--- src/rtl/flag_cond_pkg.sv ---
package flag_cond_pkg;
  typedef enum logic [2:0] {
    COND_ZERO  = 3'd0,
    COND_ONE   = 3'd1,
    COND_C     = 3'd2,
    COND_Z     = 3'd3,
    COND_N     = 3'd4,
    COND_NC    = 3'd5,
    COND_NZ    = 3'd6,
    COND_NN    = 3'd7
  } cond_e;

  localparam int unsigned NUM_STAT = 3;
  localparam int unsigned IDX_C = 0;
  localparam int unsigned IDX_Z = 1;
  localparam int unsigned IDX_N = 2;
endpackage

--- src/rtl/flag_bit.sv ---
module flag_bit (
  input  logic clk_i,
  input  logic rst_ni,
  input  logic ld_i,
  input  logic d_i,
  output logic q_o
);
  always_ff @(posedge clk_i or negedge rst_ni) begin
    if (!rst_ni)   q_o <= 1'b0;
    else if (ld_i) q_o <= d_i;
  end
endmodule

--- src/rtl/cond_mux.sv ---
module cond_mux
  import flag_cond_pkg::*;
(
  input  logic [2:0]          sel_i,
  input  logic [NUM_STAT-1:0] stat_i,
  output logic                cond_o
);
  always_comb begin
    unique case (cond_e'(sel_i))
      COND_ZERO: cond_o = 1'b0;
      COND_ONE:  cond_o = 1'b1;
      COND_C:    cond_o = stat_i[IDX_C];
      COND_Z:    cond_o = stat_i[IDX_Z];
      COND_N:    cond_o = stat_i[IDX_N];
      COND_NC:   cond_o = ~stat_i[IDX_C];
      COND_NZ:   cond_o = ~stat_i[IDX_Z];
      default:   cond_o = ~stat_i[IDX_N];
    endcase
  end
endmodule

--- src/rtl/flag_cond_unit.sv ---
module flag_cond_unit
  import flag_cond_pkg::*;
#(
  parameter int unsigned DATA_W = 8
) (
  input  logic              clk_i,
  input  logic              rst_ni,
  input  logic              upd_c_i,
  input  logic              upd_z_i,
  input  logic              upd_n_i,
  input  logic              alu_cout_i,
  input  logic [DATA_W-1:0] alu_res_i,
  input  logic [2:0]        cond_sel_i,
  input  logic              f_wr_i,
  output logic              cond_o,
  output logic              flag_c_o,
  output logic              flag_z_o,
  output logic              flag_n_o,
  output logic              flag_f_o
);
  localparam int unsigned MSB = DATA_W - 1;

  logic [NUM_STAT-1:0] ld, d, q;

  assign ld[IDX_C] = upd_c_i;
  assign ld[IDX_Z] = upd_z_i;
  assign ld[IDX_N] = upd_n_i;
  assign d[IDX_C]  = alu_cout_i;
  assign d[IDX_Z]  = ~|alu_res_i;
  assign d[IDX_N]  = alu_res_i[MSB];

  for (genvar i = 0; i < NUM_STAT; i++) begin : g_stat
    flag_bit u_bit (
      .clk_i (clk_i),
      .rst_ni(rst_ni),
      .ld_i  (ld[i]),
      .d_i   (d[i]),
      .q_o   (q[i])
    );
  end

  // select comes straight from ROM output: evaluated against pre-edge flags
  cond_mux u_mux (
    .sel_i (cond_sel_i),
    .stat_i(q),
    .cond_o(cond_o)
  );

  flag_bit u_f (
    .clk_i (clk_i),
    .rst_ni(rst_ni),
    .ld_i  (f_wr_i),
    .d_i   (cond_o),
    .q_o   (flag_f_o)
  );

  assign flag_c_o = q[IDX_C];
  assign flag_z_o = q[IDX_Z];
  assign flag_n_o = q[IDX_N];
endmodule

--- config.mk ---
export PLATFORM = sky130hd
export DESIGN_NAME = flag_cond_unit
export DESIGN_NICKNAME = d
export VERILOG_FILES = /design/src/rtl/flag_cond_pkg.sv /design/src/rtl/flag_bit.sv /design/src/rtl/cond_mux.sv /design/src/rtl/flag_cond_unit.sv
export SDC_FILE = /design/constraint.sdc
export NUM_CORES = 1
export LEC_CHECK = 0
export ABC_AREA = 1
export BUFFER_PORTS_ARGS = -buffer_cell sky130_fd_sc_hd__buf_4
export CORE_AREA = 5 5 42 44
export CTS_CLUSTER_SIZE = 12
export DETAILED_ROUTE_END_ITERATION = 8
export DIE_AREA = 0 0 47 49
export PLACE_DENSITY = 0.53
export SLEW_MARGIN = 20
export SYNTH_ARGS = -nofsm -noshare
export SYNTH_HDL_FRONTEND = slang
export SYNTH_HIERARCHICAL = 1
export SYNTH_SLANG_ARGS = --single-unit
--- constraint.sdc ---
create_clock -name clk_i -period 0.8 [get_ports clk_i]
set_input_delay 0.04 -clock clk_i [delete_from_list [all_inputs] [get_ports clk_i]]
set_output_delay 0.04 -clock clk_i [all_outputs]
set_load 0.02 [all_outputs]
==> qor.tcl <==
set qor(run_status) {finished with violations}
set qor(failing_checks) {setup timing}
set qor(worst-setup-path-type) {flip-flop to primary output}
set qor(first_global_vias) 357
set qor(grt_start_max_net_pins) 5
set qor(holdPathStages) 3
set qor(critPathTopFamily) {flip-flops}
set qor(die_area_um2) 2300
set qor(hold_viol) 0
set qor(cts_num_sinks) 4
set qor(hold_path_class) {input port to flip-flop}
set qor(critPathCaptureType) {primary output}
set qor(core.rowCount) 14
set qor(diodes) 0
set qor(rr_startpoint) {g_stat[0].u_bit/q_o$_DFFE_PN0P_}
set qor(antenna_found_initial) 0
set qor(r2r_cells) 7
set qor(sequential_to_total_area_share_from_yosys_stat) 0.390
set qor(achievable-frequency_mhz) 832
set qor(synth_cell_types) 7
set qor(timing.critical_path.required_ps) 760
set qor(vias_per_cell) 4.01
set qor(grt_overflow_total) 0
set qor(wire_per_inst_um) 8.67
set qor(min_to) {g_stat[2].u_bit/q_o$_DFFE_PN0P_}
set qor(initial_core_utilization) 0.183
set qor(remaining_max_slew_budget_at_the_tightest_pin) 0.915
set qor(layout-drive-gt1-share) 0.513
set qor(drt_pass1_iterations) 2
set qor(period_minus_slack_ps) 1200
set qor(place_worst_setup_slack_ps) -181
set qor(number_of_cts_inserted_buffers) 3
set qor(core-area_um2) 1400
set qor(seq_cells_post_synth) 4
set qor(grtUsageTotal) 0.0775
set qor(cap_viol_max_count) 0
set qor(die_y_um) 49
set qor(root_buffer_cell) {sky130_fd_sc_hd__clkbuf_4}
set qor(most-common-layout-cells) {sky130_fd_sc_hd__buf_4, sky130_fd_sc_hd__nand2_1, sky130_fd_sc_hd__nor2_1, sky130_fd_sc_hd__buf_6, sky130_fd_sc_hd__inv_1}
set qor(area_growth_syn_to_layout_pct) 133
set qor(detailroute.via_count) 377
set qor(layout.cells.most_common) {sky130_fd_sc_hd__buf_4}
set qor(slowest_stage) {sky130_fd_sc_hd__dfrtp_2}
set qor(grt_pass1_wl_mm) 1.28
set qor(max_slew.worst_pin.slew_ps) 128
set qor(ant_nets) 0
set qor(timing.critical_path.from_type) {flip-flop}
set qor(cell_leakage_power_nw) 0.325
set qor(cp_max_fo) 3
set qor(ys_warn_count) 6
set qor(critical_path_arrival_ps) 1160
set qor(totalNegativeSetupSlack_ps) -1200
set qor(netlist_area_um2) 256
set qor(num_io_pins) 23
set qor(clock_insertion_delay_worst_skew_ps) 240
set qor(min_period_over_period) 1.50
set qor(layout.filler_cells) 159
set qor(final_routed_wirelength_across_all_metal_layers_um) 815
set qor(ctsLongestPathBuffers) 2
set qor(path_clk_slew_ps) 40
set qor(place_hpwl_um) 664
set qor(setup_repair_after_global_routing_missed_its_margin) {yes}
set qor(critical_path.cell_chain) {inv_2, nand2_2, nand3_2, nand2_2, a21oi_4, buf_6}
set qor(cts-htree-levels) 1
set qor(worst_clock_skew_ps) 10.2
set qor(setup_slack_ps) -402
set qor(critPathMaxStageDelay_ps) 420
set qor(placement.io_buffers) 22
set qor(drcViolationCount) 0
set qor(final_max_slew_viol_count) 0
set qor(globalplace.congestion) 0.626
set qor(vdd.ir_drop.worst_mv) 0.700
set qor(internal_reg_to_reg_setup_slack_ps) -190
set qor(power_per_cell_area_nw_per_um2) 1310
set qor(final_nets) 97
set qor(cts_tree) {yes}
set qor(min-delay-start) {upd_n_i}
set qor(syn_nets) 62
set qor(setup_violations) 6
set qor(worst_path_most_repeated_cell) {sky130_fd_sc_hd__nand2_2}
set qor(syn_area_per_cell_um2) 5.83
set qor(drt_first_iter_violations) 2
set qor(crit-reg2reg-capture) {u_f/q_o$_DFFE_PN0P_}
set qor(netlist_instances) 44
set qor(dieWidth_um) 47
set qor(cp_num_buf_inv) 2
## per-layer routing
layer | share of wire | track usage | wire length [um] | vias up
met1 | 0.37 | 0.0793 | 298 | 162
li1 | - | - | - | 198
met4 | 0 | 0.0553 | 0 | 0
met5 | 0 | 0 | 0 | -
met3 | 0.14 | 0.0406 | 111 | 0
met2 | 0.50 | 0.115 | 405 | 17
## cell usage after synthesis
cell type | number | area [um^2]
sky130_fd_sc_hd__nand3_1 | 2 | 10.0
sky130_fd_sc_hd__inv_1 | 8 | 30.0
sky130_fd_sc_hd__o21ai_0 | 1 | 5.00
sky130_fd_sc_hd__nand2_1 | 20 | 75.1
sky130_fd_sc_hd__dfrtp_1 | 4 | 100
sky130_fd_sc_hd__a21oi_1 | 2 | 10.0
sky130_fd_sc_hd__nor2_1 | 7 | 26.3
## what timing repair did
item	in CTS	in global routing
buffers inserted	1	0
resized for setup	9	6
hold buffers	2	2
pin swaps	3	4
gates cloned	0	0
hold endpoints to repair	5	2
setup endpoints to repair	6	7
## worst max-delay path by stage
| stage | slack (ps) | end | depth (start not counted) | from |
|---|---|---|---|---|
| final | -400 | cond_o | 6 | g_stat[0].u_bit/q_o$_DFFE_PN0P_ |
| after global routing | -480 | cond_o | 6 | g_stat[0].u_bit/q_o$_DFFE_PN0P_ |
| after CTS | -400 | cond_o | 6 | g_stat[0].u_bit/q_o$_DFFE_PN0P_ |
| after detailed placement | -180 | u_f/q_o$_DFFE_PN0P_ | 6 | g_stat[2].u_bit/q_o$_DFFE_PN0P_ |
| after global placement | -170 | cond_o | 6 | g_stat[0].u_bit/q_o$_DFFE_PN0P_ |
| after floorplan | -290 | u_f/q_o$_DFFE_PN0P_ | 7 | g_stat[2].u_bit/q_o$_DFFE_PN0P_ |
## cells by family (layout without fill, tap and decap cells)
kind of cell,after synthesis,after routing,share of synthesized area
AND/OR/NAND/NOR,29,29,0.434
AO/OA/AOI/OAI,3,3,0.0585
flip-flops,4,4,0.390
buffers and inverters,8,42,0.117
## registers in the layout (all words and copies together) (netlist names)
name and flops:
u_f/q_o 1, g_stat.u_bit/q_o 3
## worst reg2reg max path, delay by kind of cell, from the launching register on
family,cells,cell delay (ps)
DFF,1,420
and+or+nand+nor,5,290
AOI/OAI and AO/OA,1,150
buffers and inverters,1,60
## through the flow
step | util | cells | cell area [um^2] | hold slack (ps) | power (mW)
finish | 0.426 | 94 | 597 | 16.0 | 0.780
global route | 0.426 | 94 | 597 | 0.531 | 0.857
CTS | 0.399 | 92 | 559 | 3.36 | 0.778
detailed placement | 0.343 | 85 | 480 | -157 | 0.454
global placement | 0.343 | 85 | 480 | -160 | 0.452
floorplan | - | 44 | 273 | -256 | 0.322
## power breakdown
group | switching [mW] | total (mW) | internal (mW)
combinational | 0.113 | 0.270 | 0.157
clock | 0.0871 | 0.275 | 0.187
sequential | 0.0151 | 0.236 | 0.221
## cell type report
type                    instances  area [um^2]  share of cell area
repair buffers                 30          262               0.438
clock buffers                   4         26.3              0.0440
multi-input cells              32          156               0.262
flip-flops and latches          4          103               0.172
well taps                      16         20.0              0.0335
inverters                       8         30.0              0.0503
Power figures use the tool's default switching activity.
